--- src/rtl/iqcic_pkg.sv ---
package iqcic_pkg;

  // Strobes sent from the shared control to every track datapath.
  typedef struct packed {
    logic clear;  // synchronous clear of all track state
    logic dump;   // current sample closes the frame
  } ctlStrobe_t;

endpackage

--- src/rtl/iqcic_ctrl.sv ---
module iqcic_ctrl
  import iqcic_pkg::*;
#(
  parameter int DECIM = 1250
) (
  input  logic       clk,
  input  logic       rst,
  output ctlStrobe_t strobes,
  output logic       outValid
);

  localparam int CNT_W = (DECIM > 1) ? $clog2(DECIM) : 1;
  localparam logic [CNT_W-1:0] LAST = CNT_W'(DECIM - 1);

  logic [CNT_W-1:0] phase;
  logic             lastPhase;

  assign lastPhase = (phase == LAST);

  always_ff @(posedge clk) begin
    if (rst) begin
      phase    <= '0;
      outValid <= 1'b0;
    end else begin
      phase    <= lastPhase ? '0 : phase + 1'b1;
      outValid <= lastPhase;
    end
  end

  assign strobes.clear = rst;
  assign strobes.dump  = lastPhase & ~rst;


  phase_range_chk: assert property (@(posedge clk) disable iff (rst)
    phase <= LAST);


  valid_align_chk: assert property (@(posedge clk) disable iff (rst)
    outValid |-> (phase == '0));

  generate
    if (DECIM > 1) begin : g_pulse

      valid_single_chk: assert property (@(posedge clk) disable iff (rst)
        outValid |=> !outValid);
    end
  endgenerate

endmodule

--- src/rtl/iqcic_window.sv ---
module iqcic_window #(
  parameter int IN_W  = 16,
  parameter int OUT_W = 8,
  parameter int TOP   = 13
) (
  input  logic [IN_W-1:0]  wide,
  output logic [OUT_W-1:0] narrow
);

  localparam int LOW = TOP - OUT_W + 1;
  localparam logic [OUT_W-1:0] MAX_CODE = {1'b0, {(OUT_W-1){1'b1}}};
  localparam logic [OUT_W-1:0] MIN_CODE = {1'b1, {(OUT_W-1){1'b0}}};

  generate
    if (TOP == IN_W - 1) begin : g_top
      assign narrow = wide[TOP:LOW];
    end else begin : g_sat
      logic [IN_W-1-TOP:0] headBits;
      logic                fits;
      assign headBits = wide[IN_W-1:TOP];
      assign fits     = (&headBits) | ~(|headBits);
      assign narrow   = fits ? wide[TOP:LOW]
                             : (wide[IN_W-1] ? MIN_CODE : MAX_CODE);
    end

    if (LOW > 0) begin : g_low
      logic unusedLow;
      assign unusedLow = ^wide[LOW-1:0];
    end
  endgenerate

endmodule

--- src/rtl/iqcic_track.sv ---
module iqcic_track
  import iqcic_pkg::*;
#(
  parameter int IN_W    = 5,
  parameter int ACC_W   = 16,
  parameter int OUT_W   = 8,
  parameter int WIN_MSB = 13
) (
  input  logic             clk,
  input  ctlStrobe_t       strobes,
  input  logic [IN_W-1:0]  sample,
  output logic [OUT_W-1:0] outSample
);

  logic [ACC_W-1:0] integ;
  logic [ACC_W-1:0] combDelay;
  logic [ACC_W-1:0] accNext;
  logic [ACC_W-1:0] combOut;
  logic [OUT_W-1:0] narrowed;

  assign accNext = integ + ACC_W'($signed(sample));
  assign combOut = accNext - combDelay;

  iqcic_window #(
    .IN_W (ACC_W),
    .OUT_W(OUT_W),
    .TOP  (WIN_MSB)
  ) u_window (
    .wide  (combOut),
    .narrow(narrowed)
  );

  always_ff @(posedge clk) begin
    if (strobes.clear) begin
      integ     <= '0;
      combDelay <= '0;
      outSample <= '0;
    end else begin
      integ <= accNext;
      if (strobes.dump) begin
        combDelay <= accNext;
        outSample <= narrowed;
      end
    end
  end


  out_hold_chk: assert property (@(posedge clk) disable iff (strobes.clear)
    !strobes.dump |=> $stable(outSample));


  delay_hold_chk: assert property (@(posedge clk) disable iff (strobes.clear)
    !strobes.dump |=> $stable(combDelay));


  sign_keep_chk: assert property (@(posedge clk) disable iff (strobes.clear)
    strobes.dump |=> (outSample[OUT_W-1] == $past(combOut[ACC_W-1])));

endmodule

--- src/rtl/iqcic_decim.sv ---
module iqcic_decim
  import iqcic_pkg::*;
#(
  parameter int DECIM   = 1250,
  parameter int IN_W    = 5,
  parameter int OUT_W   = 8,
  parameter int WIN_MSB = 13
) (
  input  logic             clk,
  input  logic             rst,
  input  logic [IN_W-1:0]  inRe,
  input  logic [IN_W-1:0]  inIm,
  output logic [OUT_W-1:0] outRe,
  output logic [OUT_W-1:0] outIm,
  output logic             outValid
);

  localparam int ACC_W   = IN_W + $clog2(DECIM);
  localparam int N_TRACK = 2;

  ctlStrobe_t strobes;
  logic [N_TRACK-1:0][IN_W-1:0]  trackIn;
  logic [N_TRACK-1:0][OUT_W-1:0] trackOut;

  assign trackIn[0] = inRe;
  assign trackIn[1] = inIm;
  assign outRe      = trackOut[0];
  assign outIm      = trackOut[1];

  iqcic_ctrl #(
    .DECIM(DECIM)
  ) u_ctrl (
    .clk     (clk),
    .rst     (rst),
    .strobes (strobes),
    .outValid(outValid)
  );

  generate
    for (genvar t = 0; t < N_TRACK; t++) begin : g_track
      iqcic_track #(
        .IN_W   (IN_W),
        .ACC_W  (ACC_W),
        .OUT_W  (OUT_W),
        .WIN_MSB(WIN_MSB)
      ) u_track (
        .clk      (clk),
        .strobes  (strobes),
        .sample   (trackIn[t]),
        .outSample(trackOut[t])
      );
    end
  endgenerate

endmodule

--- config.mk ---
export PLATFORM = sky130hd
export DESIGN_NAME = iqcic_decim
export DESIGN_NICKNAME = d
export VERILOG_FILES = /design/src/rtl/iqcic_pkg.sv /design/src/rtl/iqcic_ctrl.sv /design/src/rtl/iqcic_window.sv /design/src/rtl/iqcic_track.sv /design/src/rtl/iqcic_decim.sv
export SDC_FILE = /design/constraint.sdc
export NUM_CORES = 1
export LEC_CHECK = 0
export BUFFER_PORTS_ARGS = -buffer_cell sky130_fd_sc_hd__buf_2
export CAP_MARGIN = 10
export CORE_MARGIN = 5
export CORE_UTILIZATION = 30
export CTS_CLUSTER_SIZE = 14
export DETAILED_ROUTE_END_ITERATION = 8
export PLACE_DENSITY = 0.47
export SLEW_MARGIN = 20
export SYNTH_ARGS = -nofsm -noshare
export SYNTH_HDL_FRONTEND = slang
export SYNTH_SLANG_ARGS = --single-unit
--- constraint.sdc ---
create_clock -name clk -period 5.05 [get_ports clk]
set_clock_uncertainty 0.15 [all_clocks]
set_input_delay 1.01 -clock clk [delete_from_list [all_inputs] [get_ports clk]]
set_output_delay 1.01 -clock clk [all_outputs]
set_load 0.01 [all_outputs]
==> metrics.txt <==
status=finished, final reports clean; P_int=2640 uW; width of the die=146 um; Worst IR Drop VDD=roughly 0.24 mV; CP endpoint kind=flip-flop; grt ovf=0; Seq cells post-synth=92; via count=4540; Syn Std Cell Area=5520 um^2; mean post-synth cell area=8.58 um^2; # fillers=1879; YS warnings=0; I/O pin total=29; antenna-violating nets left=0; Worst EP arrival=between 4000 and 5000 ps; DRC errors left=0; async set or reset register ratio after synthesis=0%; power per cell area=679 nW/um^2; Clk pwr share=between 15 and 20%; H-tree depth=3; drt wl/cell=13.4 um; first-pass GRT wire length=21300 um; Sw Ratio=40.4%; Core Rows=a little under 50; switching pwr=1780 uW; Post-synth top flop=dfxtp_1; total track usage=12.2%; Multi-input gate area=3450 um^2; post-synthesis sequential area ratio=33.4%; final hold viol count=0; CP Launch Type=input pin; total power=4420 uW; leakage power=0.00272 uW; routed vias/inst=4.85; Post-Route Setup TNS=0 ps; initial drt markers=218; Combinational Power Share=a little under two thirds; first drt pass iteration count=4; Syn-to-layout area delta=18.0%; share of cells above drive strength 1=roughly 14%; WL final=12500 um; CTS buffer count=9; crit path kind=in2reg; Final Slew Violations=0; RSZ-0062 raised after global routing=no; CTS Buffer Depth=2; Worst Path Max Fanout=7; power share of the sequential group=19.4%; CTS clk-pin slew, worst paths=70 ps; EDFF count, synth=0; pin count of the biggest net entering global routing=59; vias in the first global route=4426; Finished Cell Area=6510 um^2; Final nets=776; initial antenna violation count=0; data required time of the worst path=between 5000 and 6000 ps; Core ar.=approximately 18000 um^2; Detail Placement HPWL=9300 um; Final Setup Violations=0; final worst-path cycle share=94.5%; die area=21200 um^2; Die H=roughly 150 um; Initial Util=30.6%; Placed Area=6160 um^2; clk_lat worst skew=between 300 and 400 ps; Synth Net Count=717; sequential cell area=1840 um^2; post-layout util=between 30% and 40%; worst hold path class=reg2reg; Hold WS=305 ps; Sinks on Clock Net=92; maxcap violations=0; Fmax=about 0.21 GHz; Post-CTS Setup Bufs=0; number of port buffers=28; slew at the pin with the worst max-slew slack=approximately 860 ps; unique cell type count in the Yosys netlist=62; gpl congestion=between 0.8 and 0.9; TritonCTS clock tree=yes; number of diodes=0; Mapped Cells=643; min Tclk post-route=~4800 ps; Max-slew headroom=42.6%; CTS root buffer=clkbuf_16
==> synth_stat cells, types with 2 or more instances <==
library cell	instances	share of area, %
dfxtp_1	92	33
ha_1	60	14
nand2_1	60	4.1
a21oi_1	58	5.3
inv_1	50	3.4
nor2_1	49	3.3
xnor2_1	37	5.9
nor2b_1	30	3.4
o21ai_0	18	1.6
xor2_1	16	2.5
clkbuf_1	15	1.0
nand3_1	15	1.4
a211oi_1	14	1.9
a21o_1	14	1.9
o21a_1	8	1.1
and2_1	7	0.79
o211ai_1	7	0.95
and3_1	6	0.68
nor3_1	6	0.54
o21bai_1	6	0.82
a211o_1	5	0.79
a221o_1	5	0.91
nand4_1	5	0.57
a22o_1	4	0.64
a31oi_1	4	0.45
nand2b_1	4	0.45
nor4_1	4	0.45
o21ai_1	4	0.36
a31o_2	2	0.32
fa_1	2	0.73
o2111ai_1	2	0.32
or2_2	2	0.23
or3_4	2	0.41
or4_1	2	0.27
==> metrics by stage <==
stage,std cells,setup WS [ps]
after floorplan,643,178
after global placement,920,-93.8
after detailed placement,920,-117
after CTS,936,246
after global routing,936,6.71
final,936,278
==> power by group through the flow <==
| stage | Combinational, uW | Sequential, uW | Clock [uW] |
|---|---|---|---|
| floorplan | 1970 | 864 | 0 |
| global placement | 2780 | 872 | 0 |
| detailed placement | 2790 | 872 | 0 |
| CTS | 2810 | 856 | 783 |
| global route | 3160 | 865 | 810 |
| finish | 2810 | 855 | 752 |
==> per-layer routing <==
metal,vias to the layer above,part of all wire (%),track usage (%)
li1,2366,-,-
met1,2096,50,15.7
met2,58,45,19.8
met3,20,2.3,2.02
met4,0,2.6,5.60
met5,-,0,0
==> kinds of logic (layout without fill, tap and decap cells) <==
logic type	Yosys count	after routing	synth area share [%]
and+or+nand+nor	197	197	17.4
DFF	92	92	33.4
xor gates and xnor gates	56	56	9.55
muxes	1	1	0.204
AOI/OAI and AO/OA	168	168	20.5
buffers and inverters	67	131	4.58
adders and majority gates	62	62	14.3
==> cell usage in the layout, fill, tap and decap left out, drive strengths merged, types with 8 or more instances in the layout <==
cell type  count
dfxtp         92
buf           65
nand2         60
ha            60
a21oi         59
inv           50
nor2          49
xnor2         38
nor2b         30
o21ai         23
xor2          16
nand3         15
a21o          14
a211oi        14
clkbuf        13
o21a           9
o211ai         8
and2           8
==> area by class of cell <==
cell class,instances,share of cell area [%]
clock buffer,13,4.00
clock inverter,3,1.06
inverter,50,2.88
multi-input combinational,484,52.9
sequential,92,28.3
tap,229,4.40
timing repair buffer,65,6.42
==> timing repair <==
item                       CTS  global route
hold buffers                 0             0
resized for setup            0             3
setup endpoints to repair    0             8
==> sequential cells by signal (all words and copies together) (netlist names) <==
| name | flops |
|---|---|
| u_ctrl.outValid | 1 |
| g_track.u_track.combDelay | 32 |
| g_track.u_track.outSample | 16 |
| g_track.u_track.integ | 32 |
| u_ctrl.phase | 11 |
==> final timing paths <==
kind | cells past startpoint | to | start | slack (ps)
max reg2reg | 20 | g_track[0].u_track.outSample[2] | g_track[0].u_track.integ[0] | 700
max | 18 | g_track[1].u_track.outSample[2] | inIm[0] | 280
min reg2reg | 2 | g_track[1].u_track.combDelay[0] | g_track[1].u_track.combDelay[0] | 300
min | 2 | g_track[1].u_track.combDelay[0] | g_track[1].u_track.combDelay[0] | 300
==> critical path: stages <==
cell and delay, ps:
buf_2 100, ha_1 210, fa_1 390, a21o_1 190, a21oi_1 180, o21bai_1 100, a31o_2 280, a211oi_1 280
xnor2_1 250, ha_1 320, a21o_1 160, a21o_1 170, a21oi_1 180, o21a_1 180, o21ai_1 120, xnor2_2 200
o21a_1 230, a221o_1 300
(Power assumes the default switching activity.)
